[src/rtl/pxj_pkg.sv]
package pxj_pkg;

  typedef struct packed {
    logic [7:0] r;
    logic [7:0] g;
    logic [7:0] b;
  } rgb_t;

  // Rejoin the two beat words; green is split across the pair.
  function automatic rgb_t join_words(input logic [11:0] hi, input logic [11:0] lo);
    rgb_t p;
    p.r = hi[11:4];
    p.g = {hi[3:0], lo[11:8]};
    p.b = lo[7:0];
    return p;
  endfunction

  // True when v lies in [base, base+len).
  function automatic logic in_span(input int unsigned v, input int unsigned base,
                                   input int unsigned len);
    return (v >= base) && (v < base + len);
  endfunction

endpackage

[src/rtl/pxj_beat_phase.sv]
module pxj_beat_phase (
  input  logic clk,
  input  logic rst_n,
  input  logic hs_act,
  output logic msb_beat,
  output logic lsb_beat,
  output logic hs_lead
);
  logic hs_seen;
  logic odd;

  assign hs_lead  = hs_act & ~hs_seen;
  assign msb_beat = hs_lead | ~odd;
  assign lsb_beat = ~msb_beat;

  always_ff @(posedge clk or negedge rst_n) begin
    if (!rst_n) begin
      hs_seen <= 1'b0;
      odd     <= 1'b0;
    end else begin
      hs_seen <= hs_act;
      odd     <= msb_beat;
    end
  end
endmodule

[src/rtl/pxj_pair.sv]
module pxj_pair (
  input  logic        clk,
  input  logic        rst_n,
  input  logic [11:0] vid,
  input  logic        hs_act,
  input  logic        vs_act,
  input  logic        msb_beat,
  output logic [11:0] hi_q,
  output logic        hs_q,
  output logic        vs_q
);
  always_ff @(posedge clk or negedge rst_n) begin
    if (!rst_n) begin
      hi_q <= '0;
      hs_q <= 1'b0;
      vs_q <= 1'b0;
    end else if (msb_beat) begin
      hi_q <= vid;
      hs_q <= hs_act;
      vs_q <= vs_act;
    end
  end
endmodule

[src/rtl/pxj_raster.sv]
module pxj_raster import pxj_pkg::*; #(
  parameter int H_TOTAL      = 858,
  parameter int H_START      = 122,
  parameter int H_ACT        = 720,
  parameter int V_TOTAL      = 525,
  parameter int V_START      = 36,
  parameter int V_ACT        = 480,
  parameter bit CONTENT_ONLY = 1'b0,
  parameter int CONTENT_OFF  = 40,
  parameter int CONTENT_W    = 640
) (
  input  logic clk,
  input  logic rst_n,
  input  logic stb,
  input  logic hs_a,
  input  logic vs_a,
  output logic de_now
);
  localparam int HW = $clog2(H_TOTAL);
  localparam int VW = $clog2(V_TOTAL);
  localparam logic [HW-1:0] H_LAST = HW'(H_TOTAL - 1);
  localparam logic [VW-1:0] V_LAST = VW'(V_TOTAL - 1);

  logic [HW-1:0] h_reg, h_cur;
  logic [VW-1:0] v_reg, v_cur;
  logic hprev, vprev, vpend, vpend_nx;
  logic hl, vl, h_in, v_in;

  assign hl = hs_a & ~hprev;
  assign vl = vs_a & ~vprev;

  always_comb begin
    h_cur    = hl ? '0 : ((h_reg == H_LAST) ? h_reg : h_reg + 1'b1);
    v_cur    = v_reg;
    vpend_nx = vpend | vl;
    if (hl) begin
      v_cur    = (vpend | vl) ? '0 : ((v_reg == V_LAST) ? v_reg : v_reg + 1'b1);
      vpend_nx = 1'b0;
    end
  end

  generate
    if (CONTENT_ONLY) begin : g_content
      assign h_in = in_span(32'(h_cur), H_START + CONTENT_OFF, CONTENT_W);
    end else begin : g_full
      assign h_in = in_span(32'(h_cur), H_START, H_ACT);
    end
  endgenerate

  assign v_in   = in_span(32'(v_cur), V_START, V_ACT);
  assign de_now = h_in & v_in;

  always_ff @(posedge clk or negedge rst_n) begin
    if (!rst_n) begin
      h_reg <= H_LAST;
      v_reg <= V_LAST;
      hprev <= 1'b0;
      vprev <= 1'b0;
      vpend <= 1'b0;
    end else if (stb) begin
      h_reg <= h_cur;
      v_reg <= v_cur;
      hprev <= hs_a;
      vprev <= vs_a;
      vpend <= vpend_nx;
    end
  end
endmodule

[src/rtl/pxj_top.sv]
module pxj_top import pxj_pkg::*; #(
  parameter bit SYNC_LOW     = 1'b1,
  parameter int H_TOTAL      = 858,
  parameter int H_START      = 122,
  parameter int H_ACT        = 720,
  parameter int V_TOTAL      = 525,
  parameter int V_START      = 36,
  parameter int V_ACT        = 480,
  parameter bit CONTENT_ONLY = 1'b0,
  parameter int CONTENT_OFF  = 40,
  parameter int CONTENT_W    = 640
) (
  input  logic        clk,
  input  logic        rst_n,
  input  logic [11:0] vid_i,
  input  logic        hs_i,
  input  logic        vs_i,
  output logic [23:0] rgb_o,
  output logic        pix_vld_o,
  output logic        hs_o,
  output logic        vs_o,
  output logic        de_o
);
  logic hs_act, vs_act;
  logic msb_beat, lsb_beat, hs_lead;
  logic [11:0] hi_q;
  logic hs_q, vs_q, de_now;
  rgb_t joined;

  generate
    if (SYNC_LOW) begin : g_sync_low
      assign hs_act = ~hs_i;
      assign vs_act = ~vs_i;
    end else begin : g_sync_high
      assign hs_act = hs_i;
      assign vs_act = vs_i;
    end
  endgenerate

  pxj_beat_phase u_phase (
    .clk(clk), .rst_n(rst_n), .hs_act(hs_act),
    .msb_beat(msb_beat), .lsb_beat(lsb_beat), .hs_lead(hs_lead)
  );

  pxj_pair u_pair (
    .clk(clk), .rst_n(rst_n), .vid(vid_i), .hs_act(hs_act), .vs_act(vs_act),
    .msb_beat(msb_beat), .hi_q(hi_q), .hs_q(hs_q), .vs_q(vs_q)
  );

  pxj_raster #(
    .H_TOTAL(H_TOTAL), .H_START(H_START), .H_ACT(H_ACT),
    .V_TOTAL(V_TOTAL), .V_START(V_START), .V_ACT(V_ACT),
    .CONTENT_ONLY(CONTENT_ONLY), .CONTENT_OFF(CONTENT_OFF), .CONTENT_W(CONTENT_W)
  ) u_raster (
    .clk(clk), .rst_n(rst_n), .stb(lsb_beat), .hs_a(hs_q), .vs_a(vs_q), .de_now(de_now)
  );

  assign joined = join_words(hi_q, vid_i);

  always_ff @(posedge clk or negedge rst_n) begin
    if (!rst_n) begin
      rgb_o     <= '0;
      pix_vld_o <= 1'b0;
      hs_o      <= SYNC_LOW;
      vs_o      <= SYNC_LOW;
      de_o      <= 1'b0;
    end else begin
      pix_vld_o <= lsb_beat;
      de_o      <= lsb_beat & de_now;
      if (lsb_beat) begin
        rgb_o <= joined;
        hs_o  <= hs_q ^ SYNC_LOW;
        vs_o  <= vs_q ^ SYNC_LOW;
      end
    end
  end
endmodule

[config.mk]
export PLATFORM = sky130hd
export DESIGN_NAME = pxj_top
export DESIGN_NICKNAME = d
export VERILOG_FILES = /design/src/rtl/pxj_pkg.sv /design/src/rtl/pxj_beat_phase.sv /design/src/rtl/pxj_pair.sv /design/src/rtl/pxj_raster.sv /design/src/rtl/pxj_top.sv
export SDC_FILE = /design/constraint.sdc
export NUM_CORES = 1
export LEC_CHECK = 0
export BUFFER_PORTS_ARGS = -buffer_cell sky130_fd_sc_hd__buf_2
export CAP_MARGIN = 15
export CORE_ASPECT_RATIO = 0.75
export CORE_MARGIN = 10
export CORE_UTILIZATION = 60
export CTS_BUF_LIST = sky130_fd_sc_hd__clkbuf_16
export DETAILED_ROUTE_END_ITERATION = 10
export GPL_ROUTABILITY_DRIVEN = 0
export GPL_TIMING_DRIVEN = 0
export PLACE_DENSITY = 0.83
export SYNTH_ARGS = -nofsm -noshare
export SYNTH_HDL_FRONTEND = slang
export SYNTH_SLANG_ARGS = --single-unit
[constraint.sdc]
create_clock -name clk -period 4.6 [get_ports clk]
set_input_delay 0.92 -clock clk [delete_from_list [all_inputs] [get_ports clk]]
set_output_delay 0.92 -clock clk [all_outputs]
set_load 0.03 [all_outputs]
==> metrics.txt, run 1 <==
# TYPE chip_impl_metric gauge
chip_impl_metric{name="die_height",unit="um"} 83.3
chip_impl_metric{name="slew_violations",unit=""} 0
chip_impl_metric{name="core-area",unit="sq mm"} 0.00504
chip_impl_metric{name="pin_count_of_the_biggest_net_entering_global_routing",unit=""} 68
chip_impl_metric{name="static-leakage-power",unit="uW"} 0.00179
chip_impl_metric{name="fp.dieW",unit="um"} 104
chip_impl_metric{name="power.ir.vdd_worst",unit="uV"} 404
chip_impl_metric{name="ctsResizeCount",unit=""} 0
chip_impl_metric{name="min_period_over_period",unit="%"} 57.9
chip_impl_metric{name="worst-path-max-fanout",unit=""} 10
chip_impl_metric{name="synthesis.nets",unit=""} 387
chip_impl_metric{name="nFillCells",unit=""} 368
chip_impl_metric{name="post-cts-setup-buffer-count",unit=""} 0
chip_impl_metric{name="num-nets-final",unit=""} 441
chip_impl_metric{name="cts-root-to-sink-buffers",unit=""} 2
chip_impl_metric{name="p_per_area",unit="mW/mm^2"} 509
chip_impl_info{name="synth.most_common_cell",value="nand2_1"} 1
chip_impl_metric{name="wire_length_of_the_first_global_routing_pass",unit="um"} 12700
chip_impl_metric{name="cells_after_synthesis",unit=""} 367
chip_impl_metric{name="grt.overflow.total",unit=""} 0
chip_impl_metric{name="antenna_violations_before_repair",unit=""} 0
chip_impl_metric{name="min_period",unit="ps"} 2660
chip_impl_metric{name="hold_violations",unit=""} 0
chip_impl_metric{name="max_freq",unit="GHz"} 0.375
chip_impl_info{name="synth_top_cells_by_count",value="140 x nand2_1, 56 x dfrtp_1, 33 x o21ai_0"} 1
chip_impl_metric{name="postSynth.asyncResetShare",unit="%"} 100
chip_impl_info{name="rsz0062_at_grt",value="no"} 1
chip_impl_metric{name="tightest_slew",unit="ps"} 804
chip_impl_metric{name="cts.sink_count",unit=""} 67
chip_impl_metric{name="syn2layout_area_growth",unit="%"} 19.0
chip_impl_metric{name="num_rows",unit=""} 22
chip_impl_metric{name="hold_buffers",unit=""} 0
chip_impl_metric{name="postSynthRegisterBits",unit=""} 67
chip_impl_info{name="holdCritPathClass",value="register to register"} 1
chip_impl_metric{name="track_usage",unit="%"} 17.4
chip_impl_info{name="path_class",value="input port to register"} 1
chip_impl_metric{name="starting_utilization_of_the_core_area",unit="%"} 63.5
chip_impl_info{name="yosysTopAreaCell",value="dfrtp_1"} 1
chip_impl_metric{name="wl",unit="um"} 7580
chip_impl_info{name="biggestRegsByFlops",value="rgb_o x24, u_pair.hi_q x12"} 1
chip_impl_metric{name="drt_pre_antenna_iters",unit=""} 4
chip_impl_metric{name="design.portCount",unit=""} 44
chip_impl_metric{name="synth_top_area_share",unit="%"} 43.8
chip_impl_metric{name="final_util",unit="%"} 75.6
chip_impl_metric{name="port_buffer_count",unit=""} 43
chip_impl_metric{name="antenna_cells",unit=""} 0
chip_impl_metric{name="worst_ep_arrival_time",unit="ps"} 2880
chip_impl_metric{name="drive_above_1_share",unit="%"} 19.0
chip_impl_metric{name="number_of_global_route_vias_before_repair",unit=""} 2649
chip_impl_metric{name="clock_latency",unit="ps"} 330
chip_impl_metric{name="count_of_flip_flops_with_a_built_in_enable_after_synthesis",unit=""} 0
chip_impl_metric{name="critPathRequiredTime",unit="ps"} 4810
chip_impl_metric{name="drcViolationCount",unit=""} 0
chip_impl_metric{name="clkTransAtPathRegs",unit="ps"} 60
chip_impl_metric{name="numCtsBuffers",unit=""} 9
chip_impl_info{name="clockRootBuffer",value="clkbuf_16"} 1
chip_impl_metric{name="synthesis.yosys.warnings",unit=""} 0
chip_impl_info{name="tritoncts",value="done"} 1
chip_impl_metric{name="fin_setup_tns",unit="ps"} 0
chip_impl_metric{name="number_of_maximum_capacitance_violations",unit=""} 0
chip_impl_metric{name="h-tree-depth",unit=""} 3
chip_impl_metric{name="multi_input_area",unit="sq mm"} 0.00141
chip_impl_info{name="registers.top_by_ff_count",value="rgb_o"} 1
chip_impl_metric{name="largest_register_ffs",unit=""} 24
chip_impl_metric{name="synthDistinctLibCells",unit=""} 52
chip_impl_metric{name="routed-via-count",unit=""} 2846
chip_impl_metric{name="max_slew_margin",unit="%"} 46.4
chip_impl_metric{name="yosysSeqAreaShare",unit="%"} 52.8
chip_impl_metric{name="mappedNetlistArea",unit="sq mm"} 0.00320
chip_impl_metric{name="finalClockSkew",unit="ps"} 5.18
chip_impl_metric{name="starting_drt_drc_count",unit=""} 150
chip_impl_info{name="cp-end-kind",value="register"} 1
chip_impl_info{name="critical_path.startpoint_type",value="input port"} 1
chip_impl_metric{name="route.antenna.remaining_nets",unit=""} 0
chip_impl_metric{name="post-dp-hpwl",unit="um"} 5140
chip_impl_metric{name="overall_die_area",unit="sq mm"} 0.00869
chip_impl_metric{name="seq_area",unit="sq mm"} 0.00169
chip_impl_metric{name="finalSetupViolCount",unit=""} 0
chip_impl_info{name="status",value="completed"} 1
chip_impl_metric{name="average_footprint_of_a_synthesized_cell",unit="sq um"} 8.72
chip_impl_info{name="yosys_most_used_dff",value="dfrtp_1"} 1
chip_impl_metric{name="vias_per_cell",unit=""} 5.71
chip_impl_metric{name="wl_per_cell",unit="um"} 15.2
chip_impl_info{name="netlist_top_cells_area",value="dfrtp_1 44%, nand2_1 16%, dfstp_2 9.0%, o21ai_0 5.2%, a21oi_1 1.6%"} 1
chip_impl_metric{name="power",unit="uW"} 1940
## per-layer routing
metal	vias up	track usage [%]	part of all wire, %	routed length, um
li1	1361	-	-	-
met1	1356	22.2	44	3360
met2	119	25.6	44	3340
met3	10	7.56	10	791
met4	0	5.88	1.0	78
met5	-	0	0	0
## critical path, stage by stage
cell and delay (ps):
buf_2 110, o21ai_1 600, clkinv_1 480, nand2_1 300, nor2_1 170, a32o_1 300
## cells in the final DEF, fill, tap and decap left out, types with 3 or more instances in the layout
master and count:
nand2b_1 4, ha_1 4, a32oi_1 3, nor2_1 10
nand2_1 140, o21ai_0 33, nand4_1 3, xnor2_1 4
clkbuf_16 9, nor3_1 6, inv_1 6, clkbuf_1 11
buf_2 47, nand3_1 8, a21o_1 4, a31oi_1 3
a21oi_1 10, nor4_1 4, nor2b_1 3, dfstp_2 11
dfrtp_1 56
## stage by stage
stage	hold WS [ps]	instance area, sq um	instances	worst slack [ps]
2_1_floorplan	433	3200	367	2340
5_1_grt	488	3810	498	1770
4_1_cts	467	3810	498	1980
3_5_place_dp	448	3510	482	1670
6_report	463	3810	498	1940
3_3_place_gp	441	3510	482	1740
## worst paths after layout
| check | from | endpoint | slack (ps) | depth (start not counted) |
|---|---|---|---|---|
| max in group asynchronous | rst_n | rgb_o[10] | 3400 | 1 |
| min in group asynchronous | rst_n | u_raster.v_reg[1] | 690 | 1 |
| worst min-delay path | u_pair.hi_q[1] | u_pair.hi_q[1] | 460 | 2 |
| worst min register to register | u_pair.hi_q[1] | u_pair.hi_q[1] | 460 | 2 |
| worst max register to register | u_phase.hs_seen | u_raster.v_reg[1] | 2260 | 5 |
| worst max-delay path | hs_i | u_raster.v_reg[1] | 1940 | 6 |
## where the power goes
part / switching [uW] / internal, uW / total, uW
registers: 65.8 / 699 / 765
clock network: 266 / 423 / 688
logic: 339 / 148 / 487
## layout make-up
| type | instances | area share, % |
|---|---|---|
| buffer | 17 | 2.04 |
| multi-input combinational | 276 | 36.9 |
| clock inverter | 7 | 2.00 |
| inverter | 7 | 0.690 |
| timing repair buffer | 43 | 5.71 |
| sequential | 67 | 44.4 |
| clock buffer | 9 | 5.91 |
| tap | 72 | 2.36 |
## kinds of logic after synthesis
family,after synthesis,synth area share [%]
buffers and inverters,24,3.24
adder cells (fa/ha/maj),4,1.56
AO/OA/AOI/OAI,73,14.4
AND/OR/NAND/NOR,192,26.0
XOR/XNOR,6,1.64
multiplexers,1,0.313
flip-flops,67,52.8
(Power assumes the default switching activity.)
==> inputs of run 2 (changes only) <==
Settings changed: CORE_UTILIZATION 60 to 51, PLACE_DENSITY 0.83 to 0.75.
Clock period 4.6 ns to 2.2 ns, I/O delays scaled along.
==> run 2 against run 1 <==
Register-to-register slack lost 2300 ps; setup slack lost 2000 ps; critical path type is now register to register; clock skew grew 2.0 ps; the flow now finishes with violations (negative setup slack).
==> metrics.txt, run 2 (synthesized netlist as in run 1, its figures left out) <==
# TYPE chip_impl_metric gauge
chip_impl_info{name="registers.top_by_ff_count",value="rgb_o"} 1
chip_impl_metric{name="track_usage",unit="%"} 16.4
chip_impl_metric{name="number_of_global_route_vias_before_repair",unit=""} 2716
chip_impl_metric{name="wire_length_of_the_first_global_routing_pass",unit="um"} 13200
chip_impl_metric{name="worst_ep_arrival_time",unit="ps"} 2520
chip_impl_metric{name="largest_register_ffs",unit=""} 24
chip_impl_info{name="critical_path.startpoint_type",value="register"} 1
chip_impl_info{name="status",value="complete, but fails checks"} 1
chip_impl_info{name="clockRootBuffer",value="clkbuf_16"} 1
chip_impl_info{name="cp-end-kind",value="register"} 1
chip_impl_metric{name="cts.sink_count",unit=""} 67
chip_impl_metric{name="finalClockSkew",unit="ps"} 7.22
chip_impl_metric{name="clkTransAtPathRegs",unit="ps"} 60
chip_impl_metric{name="antenna_violations_before_repair",unit=""} 0
chip_impl_metric{name="overall_die_area",unit="sq mm"} 0.00988
chip_impl_metric{name="final.setup.worst_slack",unit="ps"} -85.2
chip_impl_metric{name="placedCellCount",unit=""} 488
chip_impl_metric{name="power.ir.vdd_worst",unit="uV"} 590
chip_impl_metric{name="post-dp-hpwl",unit="um"} 5300
chip_impl_metric{name="slew_violations",unit=""} 0
chip_impl_metric{name="hold_violations",unit=""} 0
chip_impl_metric{name="core-area",unit="sq mm"} 0.00595
chip_impl_metric{name="num_rows",unit=""} 24
chip_impl_info{name="tritoncts",value="done"} 1
chip_impl_metric{name="wl_per_cell",unit="um"} 15.4
chip_impl_metric{name="route.antenna.remaining_nets",unit=""} 0
chip_impl_metric{name="syn2layout_area_growth",unit="%"} 19.9
chip_impl_metric{name="vias_per_cell",unit=""} 5.50
chip_impl_metric{name="pin_count_of_the_biggest_net_entering_global_routing",unit=""} 68
chip_impl_metric{name="max_slew_margin",unit="%"} 45.4
chip_impl_metric{name="tightest_slew",unit="ps"} 818
chip_impl_metric{name="number_of_maximum_capacitance_violations",unit=""} 0
chip_impl_metric{name="numCtsBuffers",unit=""} 9
chip_impl_metric{name="max_freq",unit="GHz"} 0.438
chip_impl_metric{name="design.portCount",unit=""} 44
chip_impl_info{name="path_class",value="register to register"} 1
chip_impl_metric{name="h-tree-depth",unit=""} 3
chip_impl_metric{name="critPathRequiredTime",unit="ps"} 2440
chip_impl_metric{name="starting_utilization_of_the_core_area",unit="%"} 53.8
chip_impl_metric{name="p_per_area",unit="mW/mm^2"} 1050
chip_impl_metric{name="grt.overflow.total",unit=""} 0
chip_impl_metric{name="die_height",unit="um"} 88.6
chip_impl_metric{name="hold_buffers",unit=""} 0
chip_impl_metric{name="power",unit="uW"} 4040
chip_impl_metric{name="cts-root-to-sink-buffers",unit=""} 2
chip_impl_metric{name="min_period",unit="ps"} 2290
chip_impl_metric{name="wl",unit="um"} 7770
chip_impl_info{name="mostFrequentLayoutCells",value="140 x nand2_1, 55 x dfrtp_1, 47 x buf_2"} 1
chip_impl_info{name="worst_setup_path_startpoint",value="u_raster.h_reg[0]"} 1
chip_impl_metric{name="worst-path-max-fanout",unit=""} 4
chip_impl_metric{name="antenna_cells",unit=""} 0
chip_impl_metric{name="min_period_over_period",unit="%"} 104
chip_impl_metric{name="starting_drt_drc_count",unit=""} 161
chip_impl_metric{name="routed-via-count",unit=""} 2778
chip_impl_info{name="rsz0062_at_grt",value="yes"} 1
chip_impl_metric{name="post-place-ws",unit="ps"} -382
chip_impl_metric{name="stdcell_count",unit=""} 505
chip_impl_info{name="failed_checks",value="negative setup slack"} 1
chip_impl_metric{name="port_buffer_count",unit=""} 43
chip_impl_metric{name="drcViolationCount",unit=""} 0
chip_impl_info{name="biggestRegsByFlops",value="rgb_o x24, u_pair.hi_q x12"} 1
chip_impl_metric{name="fp.dieW",unit="um"} 111
chip_impl_info{name="holdCritPathClass",value="input port to async pin"} 1
chip_impl_metric{name="finalSetupViolCount",unit=""} 1
chip_impl_metric{name="clock_latency",unit="ps"} 330
chip_impl_metric{name="num-nets-final",unit=""} 442
chip_impl_metric{name="static-leakage-power",unit="uW"} 0.00180
chip_impl_metric{name="drt_pre_antenna_iters",unit=""} 5
chip_impl_info{name="r2r-start",value="u_raster.h_reg[0]"} 1
chip_impl_info{name="layout.cells.most_common",value="nand2_1"} 1
chip_impl_metric{name="drive_above_1_share",unit="%"} 20.8
-- run 2: cell types whose count changed in the layout (fill, tap and decap cells not counted), sizes merged --
cell	before	now
buf	49	50
clkinv	4	3
clkinvlp	1	2
-- run 2: layout make-up --
class,instances,area (sq um)
Buffer,17,78.8
Clock buffer,9,225
Clock inverter,7,68.8
Fill cell,510,2110
Inverter,7,30.0
Multi-Input combinational cell,276,1420
Sequential cell,67,1690
Tap cell,78,97.6
Timing Repair Buffer,44,225
-- run 2: where the power goes --
group | internal, uW | leakage [uW] | switching (uW)
Combinational | 320 | 0.000842 | 719
Clock | 874 | 0.000147 | 539
Sequential | 1460 | 0.000813 | 130
-- run 2: per-layer routing --
layer	track usage, %	routed length (um)	up-vias
met2	24.7	3310	104
met5	0	0	-
met4	4.77	70	0
li1	-	-	1354
met1	20.4	3570	1312
met3	7.98	821	8
-- run 2: worst max-delay path, stage by stage, from the launching register on --
cell and delay [ps]:
dfstp_2 540, ha_1 130, or3b_1 330, or4_4 440, a21boi_1 160, o311ai_2 250
nand4_1 140, a32oi_1 210
-- run 2: final timing paths --
check / end / slack [ps] / cells after the start
max: de_o / -90 / 7
min: u_raster.h_reg[2] / 190 / 1
max reg2reg: de_o / -90 / 7
min reg2reg: u_pair.hi_q[1] / 460 / 2
max in group asynchronous: u_raster.h_reg[1] / 1460 / 1
min in group clk: u_pair.vs_q / 290 / 2
-- run 2: per-stage QoR --
stage          area, sq um  util [%]  hold slack [ps]  setup TNS [ps]
2_1_floorplan         3200         -              144               0
3_3_place_gp          3510      59.1              444           -4570
3_5_place_dp          3520      59.1              451          -10370
4_1_cts               3820      64.3              243           -73.0
5_1_grt               3840      64.5              277            -206
6_report              3840      64.5              189           -85.2
-- run 2: what timing repair did --
item,CTS,global route
gates resized for setup,1,7
endpoints found under the setup margin,40,9
buffers inserted,1,0
